## src/rtl/scl_timing_pkg.sv

```systemverilog
package scl_timing_pkg;
  typedef enum logic [1:0] {
    PH_IDLE = 2'd0,
    PH_LOW  = 2'd1,
    PH_HIGH = 2'd2
  } phase_e;

  localparam int EXP_W    = 4;
  localparam int FIELD_W  = 4;
  localparam int LOW_LSB  = 12;
  localparam int HIGH_LSB = 16;
  localparam int AC_LSB   = 20;
  localparam int AC_W     = 32 - AC_LSB;
  localparam int GAP_W    = LOW_LSB - EXP_W;
endpackage

```

## src/rtl/scl_timing_cfg.sv

```systemverilog
module scl_timing_cfg
  import scl_timing_pkg::*;
#(
  parameter int PHASE_W = 4
) (
  input  logic               clk,
  input  logic               rst_n,
  input  logic               clk_we,
  input  logic               ac_we,
  input  logic [31:0]        wdata,
  output logic [EXP_W-1:0]   exp_o,
  output logic [PHASE_W-1:0] low_o,
  output logic [PHASE_W-1:0] high_o,
  output logic [31:0]        rdata
);
  logic [AC_W-1:0] ac_q;
  logic            unused_wdata;

  assign unused_wdata = ^wdata;

  always_ff @(posedge clk or negedge rst_n) begin
    if (!rst_n) begin
      exp_o  <= '0;
      low_o  <= '0;
      high_o <= '0;
      ac_q   <= '0;
    end else begin
      if (clk_we) begin
        exp_o  <= wdata[EXP_W-1:0];
        low_o  <= wdata[LOW_LSB +: PHASE_W];
        high_o <= wdata[HIGH_LSB +: PHASE_W];
      end
      if (ac_we) begin
        ac_q <= wdata[AC_LSB +: AC_W];
      end
    end
  end

  generate
    if (PHASE_W == FIELD_W) begin : g_wide
      assign rdata = {ac_q, high_o, low_o, {GAP_W{1'b0}}, exp_o};
    end else begin : g_narrow
      localparam int PAD_W = FIELD_W - PHASE_W;
      assign rdata = {ac_q, {PAD_W{1'b0}}, high_o, {PAD_W{1'b0}}, low_o,
                      {GAP_W{1'b0}}, exp_o};
    end
  endgenerate
endmodule

```

## src/rtl/scl_prescaler.sv

```systemverilog
module scl_prescaler
  import scl_timing_pkg::*;
#(
  parameter int E_W = EXP_W
) (
  input  logic           clk,
  input  logic           rst_n,
  input  logic           run,
  input  logic           advance,
  input  logic [E_W-1:0] exp_i,
  output logic           tick,
  output logic           at_zero
);
  localparam int PRE_W = (1 << E_W) - 1;

  logic [PRE_W-1:0] pre_cnt;
  logic [PRE_W-1:0] limit;

  assign limit   = PRE_W'((32'd1 << exp_i) - 32'd1);
  assign tick    = advance && (pre_cnt == limit);
  assign at_zero = (pre_cnt == '0);

  always_ff @(posedge clk or negedge rst_n) begin
    if (!rst_n) begin
      pre_cnt <= '0;
    end else if (!run) begin
      pre_cnt <= '0;
    end else if (advance) begin
      pre_cnt <= tick ? '0 : pre_cnt + 1'b1;
    end
  end
endmodule

```

## src/rtl/scl_phase_ctl.sv

```systemverilog
module scl_phase_ctl
  import scl_timing_pkg::*;
#(
  parameter int PHASE_W = 4
) (
  input  logic               clk,
  input  logic               rst_n,
  input  logic               enable,
  input  logic               tick,
  input  logic               at_zero,
  input  logic               scl_in,
  input  logic [PHASE_W-1:0] low_cnt,
  input  logic [PHASE_W-1:0] high_cnt,
  output logic               advance,
  output logic               scl_oe,
  output logic               low_start,
  output logic               high_start,
  output logic               mid_high
);
  phase_e             state, prev;
  logic [PHASE_W-1:0] ph_cnt;
  logic [PHASE_W:0]   mid_pt;

  assign advance    = (state == PH_LOW) || ((state == PH_HIGH) && scl_in);
  assign scl_oe     = (state == PH_LOW);
  assign low_start  = (state == PH_LOW) && (prev != PH_LOW);
  assign high_start = (state == PH_HIGH) && (prev != PH_HIGH);
  assign mid_pt     = ({1'b0, high_cnt} + 1'b1) >> 1;
  assign mid_high   = (state == PH_HIGH) && scl_in && at_zero &&
                      ({1'b0, ph_cnt} == mid_pt);

  always_ff @(posedge clk or negedge rst_n) begin
    if (!rst_n) begin
      state  <= PH_IDLE;
      prev   <= PH_IDLE;
      ph_cnt <= '0;
    end else begin
      prev <= state;
      if (!enable) begin
        state  <= PH_IDLE;
        ph_cnt <= '0;
      end else begin
        case (state)
          PH_IDLE: begin
            state  <= PH_LOW;
            ph_cnt <= '0;
          end
          PH_LOW: if (tick) begin
            if (ph_cnt >= low_cnt) begin
              state  <= PH_HIGH;
              ph_cnt <= '0;
            end else begin
              ph_cnt <= ph_cnt + 1'b1;
            end
          end
          PH_HIGH: if (tick) begin
            if (ph_cnt >= high_cnt) begin
              state  <= PH_LOW;
              ph_cnt <= '0;
            end else begin
              ph_cnt <= ph_cnt + 1'b1;
            end
          end
          default: begin
            state  <= PH_IDLE;
            ph_cnt <= '0;
          end
        endcase
      end
    end
  end
endmodule

```

## src/rtl/scl_timing_gen.sv

```systemverilog
module scl_timing_gen
  import scl_timing_pkg::*;
#(
  parameter int PHASE_W = 4
) (
  input  logic        clk,
  input  logic        rst_n,
  input  logic        enable,
  input  logic        clk_we,
  input  logic        ac_we,
  input  logic [31:0] wdata,
  output logic [31:0] rdata,
  input  logic        scl_in,
  output logic        scl_oe,
  output logic        low_start,
  output logic        high_start,
  output logic        mid_high
);
  logic [EXP_W-1:0]   exp_f;
  logic [PHASE_W-1:0] low_f, high_f;
  logic               tick, at_zero, advance;

  scl_timing_cfg #(.PHASE_W(PHASE_W)) u_cfg (
    .clk(clk), .rst_n(rst_n), .clk_we(clk_we), .ac_we(ac_we),
    .wdata(wdata), .exp_o(exp_f), .low_o(low_f), .high_o(high_f),
    .rdata(rdata)
  );

  scl_prescaler #(.E_W(EXP_W)) u_pre (
    .clk(clk), .rst_n(rst_n), .run(enable), .advance(advance),
    .exp_i(exp_f), .tick(tick), .at_zero(at_zero)
  );

  scl_phase_ctl #(.PHASE_W(PHASE_W)) u_ctl (
    .clk(clk), .rst_n(rst_n), .enable(enable), .tick(tick),
    .at_zero(at_zero), .scl_in(scl_in), .low_cnt(low_f),
    .high_cnt(high_f), .advance(advance), .scl_oe(scl_oe),
    .low_start(low_start), .high_start(high_start), .mid_high(mid_high)
  );
endmodule

```

## config.mk

```make
export PLATFORM = sky130hd
export DESIGN_NAME = scl_timing_gen
export DESIGN_NICKNAME = d
export VERILOG_FILES = /design/src/rtl/scl_timing_pkg.sv /design/src/rtl/scl_timing_cfg.sv /design/src/rtl/scl_prescaler.sv /design/src/rtl/scl_phase_ctl.sv /design/src/rtl/scl_timing_gen.sv
export SDC_FILE = /design/constraint.sdc
export NUM_CORES = 1
export LEC_CHECK = 0
export BUFFER_PORTS_ARGS = -buffer_cell sky130_fd_sc_hd__buf_2
export CAP_MARGIN = 20
export CELL_PAD_IN_SITES_DETAIL_PLACEMENT = 1
export CELL_PAD_IN_SITES_GLOBAL_PLACEMENT = 1
export CORE_MARGIN = 2
export CORE_UTILIZATION = 40
export CTS_BUF_LIST = sky130_fd_sc_hd__clkbuf_4 sky130_fd_sc_hd__clkbuf_8 sky130_fd_sc_hd__clkbuf_16
export DETAILED_ROUTE_END_ITERATION = 10
export PLACE_DENSITY_LB_ADDON = 0.05
export RECOVER_POWER = 25
export SETUP_SLACK_MARGIN = 0.15
export SLEW_MARGIN = 20
export SYNTH_ARGS = -nofsm -noshare
export SYNTH_HDL_FRONTEND = slang
export SYNTH_SLANG_ARGS = --single-unit
```

## constraint.sdc

```tcl
create_clock -name clk -period 3.85 [get_ports clk]
set_input_delay 0.77 -clock clk [delete_from_list [all_inputs] [get_ports clk]]
set_output_delay 0.77 -clock clk [all_outputs]
set_load 0.01 [all_outputs]
```

* Word level (Yosys, flattened, before mapping)
Cells that the tools add are included.
** Operators by class
- Magnitude comparators :: 2
- Equality and inequality tests :: 11
- Add/subtract/negate cells :: 4
- Reduce and logical (&&, ||, !) cells :: 11
- Shift operators :: 1
- Mux-type cells :: 15
** Operators with widths (number)
- $mux W15 :: 3
- $mux W4 :: 5
- $add A15 B1 Y15 const B :: 1
- $eq A15 B15 Y1 :: 1
- $logic_not A15 Y1 :: 1
- $shl A1 B4 Y15 const A :: 1
- $sub A15 B1 Y15 const B :: 1
- $mux W2 :: 5
- $ge A4 B4 Y1 :: 2
- $pmux W4 S2 :: 1
- $logic_and A1 B1 Y1 :: 6
- $ne A3 B2 Y1 const B :: 2
- $ne A3 B3 Y1 const B :: 2
- $pmux W2 S3 :: 1
- $add A4 B1 Y5 const B :: 1
- $add A4 B1 Y4 const B :: 1
- $eq A4 B4 Y1 :: 1
- $ne A2 B1 Y1 const B :: 2
- $reduce_and A4 Y1 :: 1
- $eq A2 B1 Y1 const B :: 1
- $eq A2 B2 Y1 const B :: 1
- $logic_not A2 Y1 :: 1
- $ne A2 B2 Y1 const B :: 1
- $reduce_and A2 Y1 :: 1
- $logic_or A1 B1 Y1 :: 1
** Storage, ports and cells
- Output and inout port bits :: 36
- Bits in registers :: 47

* Longest topological paths before layout
- Depth in word-level cells :: 7
- Mapped depth :: 14
- Gate-level depth less buffers :: 10

* By module
Synthesis repeated with hierarchy kept, for this count alone.
** Unflattened totals
- Cells, all modules :: 323
- Area, all modules :: 3234.4 sq um
** By module, submodules not included
- scl_prescaler :: area an instance 1350.0 sq um, times used 1, cells an instance 167, seq. area each 375.4 sq um
- scl_timing_cfg :: area an instance 1122.3 sq um, times used 1, cells an instance 71, seq. area each 600.6 sq um
- scl_phase_ctl :: area an instance 762.0 sq um, times used 1, cells an instance 85, seq. area each 200.2 sq um

* Worst setup path after synthesis
OpenSTA, ideal clock, no wires.
- Kind :: register -> register
- From :: register u_cfg.exp_o[3]
- To :: register u_ctl.ph_cnt[1]
- Arrival time :: 3.089 ns
- Slack :: 0.636 ns
- Buffers on the path :: 1
- Required time :: 3.725 ns
- Cell stages (with the launch flop) :: 11
- Clock period less this slack :: 3.214 ns
- Cells stage by stage :: dfrtp_1 > buf_6 > or4_4 > ha_1 > or4b_1 > a21oi_1 > o21ai_1 > a2111oi_4 > nand4_2 > nand3_1 > mux2_2
** On the way
- Longest elaborated chain between the ends :: 6
** RTL lines
- start, declared :: line scl_timing_cfg.sv:11 : output logic [EXP_W-1:0] exp_o,
- start signal, assigned :: line scl_timing_cfg.sv:29 : exp_o <= wdata[EXP_W-1:0];
- $shl A1 B4 Y15 (*) :: line scl_prescaler.sv:19 : assign limit = PRE_W'((32'd1 << exp_i) - 32'd1);
- $sub A15 B1 Y15 (*) :: line scl_prescaler.sv:19
- $eq A15 B15 Y1 (*) :: line scl_prescaler.sv:20 : assign tick = advance && (pre_cnt == limit);
- $logic_and A1 B1 Y1 (*) :: line scl_prescaler.sv:20
- $ne A3 B3 Y1 (no line) / $ne A3 B2 Y1 (equally long branches)
- $reduce_and A2 Y1 (no line) (*)
- end signal, assigned :: line scl_phase_ctl.sv:53 : ph_cnt <= ph_cnt + 1'b1;
- end signal, assigned :: line scl_phase_ctl.sv:61 : ph_cnt <= ph_cnt + 1'b1;
- end, declared :: line scl_phase_ctl.sv:21 : logic [PHASE_W-1:0] ph_cnt;
Mark *: on every way between the ends. The rest lies on a longest branch, timed or not.
A chain may end at the register's enable or synchronous reset.

* Final worst setup path
- From :: register u_cfg.exp_o[3]
- To :: register u_ctl.ph_cnt[3]
Same word-level chain as after synthesis.

==> metrics.txt <==
Worst Path Class, Setup reg2reg; Layout Skew roughly 0.0078 ns; unrepaired setup endpoints after global routing false; post-CTS setup buffer count 0; Post-Layout Cell Count between 500 and 600; synthesized area per cell 9.102 µm²; endpoints failing setup 0; Startpoint Class flop; main flop type after synthesis dfrtp_1; I/O Buffers 57; Synth Register Bits 47; vias in the first global route ~2700; Max transition margin -73.99%; post-synthesis mux area share under 10%; Worst Setup End Kind flop; Seq/Total Area, Yosys between 30% and 40%; worst-path maximum fanout 27; Synth Area in XOR/XNOR roughly 5.7%; First-pass DRT Iterations 4; number of synthesized flops with an enable pin 0; fin crit share between 80% and 90%; CTS root buf clkbuf_8; GRT overflow 0; post-CTS sizing 0; Slew @ Worst Pin ~2.6 ns; Cell Pwr Density roughly 380 nW/µm²; CP Cell Sequence buf_4, nor3_1, nand2_1, ha_1, xor2_1, o311ai_0, a311o_1, a2111oi_4, nand4_2, nand3_1, mux2_2; worst min path class reg2reg; Critical Path Slowest Stage Cell dfrtp_1; Max Fclk 294.8 MHz; placer congestion estimate approximately 0.83; final net count ~460; share of cells above drive strength 1 approximately a quarter; via count between 2000 and 3000; Cells after Synth 357; Crit path arrival time around 3.6 ns; Fin Setup TNS 0 ns; Pins Over Slew Limit 48; cts hold-fix bufs 0; number of core rows 32; core area 7807 µm²; die outline height about 94 µm; Yosys warnings 0; most common cell after layout, fill and taps aside buf_2; worst path bufs/invs 1; gr usage total 20.31%; fraction of registers with async set/reset 100.0%; worst stage delay on the critical path around 0.39 ns; Ports 74; Largest delay share family, worst path compound AO/OA/AOI/OAI gates; WL/cell between 15 and 20 µm; final wirelength 8430 µm; vias per inst between 5 and 6; CTS buffer count 5; FILL cells 952; synthesized cell area 3249 µm²; H-tree levels 2; Util after Layout a little under half; DP Wirelength 6310 µm; die area slightly below 9000 µm²; CTS Buffer Depth 2; first-pass GRT wire length 14060 µm; final hold vios 0; number of distinct library cells after synthesis just over 60; commonest non-fill, non-tap cells in the layout 56 x buf_2, 47 x dfrtp_1, 30 x nor2_1; Worst EP required between 4 and 5 ns; adder-cell share of the synthesized area about 7%; Post-Place Cells 503; TritonCTS clock tree yes; Area growth, synth to finish 13.28%; Lkg Pwr ~1.7 nW; min cycle time layout between 3 and 4 ns; failing checks capacitance limit, slew limit; Max VDD drop 0.1856 mV; status finished with violations; Clock Sink Count between 40 and 50; die width around 94 µm; antenna violations before repair 0; MaxCap Viol Count 1; Compound-Gate Fraction of Synth Area 14.09%; Clk pin slew, worst setup/hold paths around 0.09 ns; Synth Area in Simple Gates around 22%; Post-DRT Antenna Nets 0; main combinational cell family by area after synthesis simple AND/OR/NAND/NOR gates; Starting Density between 40% and 50%; initial DRC count 94; drc violations 0; Clock Latency Late Sink about 0.30 ns; largest net degree at the start of global routing 48; diode count 0
final cells by class:
class / instances / area [µm²] / area share (%)
multi-input cells: 267 / 1841 / 50.00
flip-flops and latches: 47 / 1176 / 31.95
clock buffers: 6 / 82.58 / 2.243
inverters: 24 / 90.09 / 2.447
well taps: 102 / 127.6 / 3.467
repair buffers: 63 / 329.1 / 8.940
clock inverters: 2 / 35.03 / 0.9517
through the flow:
step	power [mW]	cell area (µm²)	worst slack, ns	hold WS (ns)
2_1_floorplan	0.8938	3276	0.6360	0.4379
3_3_place_gp	1.010	3565	0.5880	0.4717
3_5_place_dp	1.026	3565	0.4756	0.4914
4_1_cts	1.413	3682	0.4528	0.5137
5_1_grt	1.487	3681	0.2582	0.5342
6_report	1.397	3681	0.4578	0.5115
sequential cells by signal, indices dropped and copies added (netlist names):
name	cells
u_ctl.state	2
u_pre.pre_cnt	15
u_cfg.ac_q	12
u_cfg.high_o	4
u_cfg.exp_o	4
u_cfg.low_o	4
u_ctl.ph_cnt	4
u_ctl.prev	2
where the power goes:
group / internal (mW) / switching (mW) / leakage (nW)
logic: 0.179 / 0.262 / 1.02
clock network: 0.210 / 0.174 / 0.0612
registers: 0.535 / 0.0362 / 0.602
worst paths after layout:
kind | startpoint | endpoint | slack (ns) | depth (start not counted)
setup / recovery | u_cfg.exp_o[3]$_DFFE_PN0P_ | u_ctl.ph_cnt[3]$_DFFE_PN0P_ | 0.46 | 11
hold / removal | u_cfg.ac_q[4]$_DFFE_PN0P_ | u_cfg.ac_q[4]$_DFFE_PN0P_ | 0.51 | 1
setup reg to reg | u_cfg.exp_o[3]$_DFFE_PN0P_ | u_ctl.ph_cnt[3]$_DFFE_PN0P_ | 0.46 | 11
hold reg to reg | u_cfg.ac_q[4]$_DFFE_PN0P_ | u_cfg.ac_q[4]$_DFFE_PN0P_ | 0.51 | 1
max in group asynchronous | rst_n | u_pre.pre_cnt[5]$_DFFE_PN0P_ | 1.09 | 1
min in group asynchronous | rst_n | u_cfg.low_o[1]$_DFFE_PN0P_ | 1.28 | 1
logic make-up after synthesis:
kind of cell	after synthesis
buf+inv	50
fa+ha+maj	18
mux	20
other cells	1
simple gates	134
xor+xnor	21
flops	47
compound gates	66
per-layer routing:
metal	share of wire (%)	wire length, µm	track usage, %	vias up
li1	-	-	-	1341
met1	46	3910	27.84	1387
met2	50	4229	33.93	42
met3	2.3	194	2.488	6
met4	1.1	95	5.314	0
met5	0	0	0	-
cell usage after synthesis (all sizes together) (2+ instances only):
cell | instances | area share (%)
a21oi | 13 | 2.0
o311ai | 3 | 0.81
nand3 | 16 | 2.5
nand2b | 8 | 1.5
nor3 | 11 | 1.8
nor4 | 4 | 0.96
a21boi | 4 | 0.92
o2111ai | 2 | 0.54
ha | 17 | 6.5
xnor2 | 13 | 3.5
mux2 | 17 | 5.9
and3b | 4 | 1.1
nand4 | 7 | 1.5
a21o | 6 | 1.4
nor3b | 3 | 0.69
a31oi | 2 | 0.38
a311o | 2 | 0.62
nor2b | 3 | 0.58
and3 | 5 | 0.96
clkbuf | 6 | 0.69
a211o | 2 | 0.58
or2 | 2 | 0.38
nor2 | 30 | 3.5
inv | 24 | 2.8
buf | 20 | 4.5
nand2 | 27 | 3.1
or4 | 3 | 0.81
mux2i | 3 | 0.92
xor2 | 8 | 2.2
dfrtp | 47 | 36
or3 | 2 | 0.38
o211ai | 5 | 1.3
nor4b | 2 | 0.54
o21ai | 20 | 3.1
a2111oi | 2 | 1.1
Power figures use the tool's default switching activity.
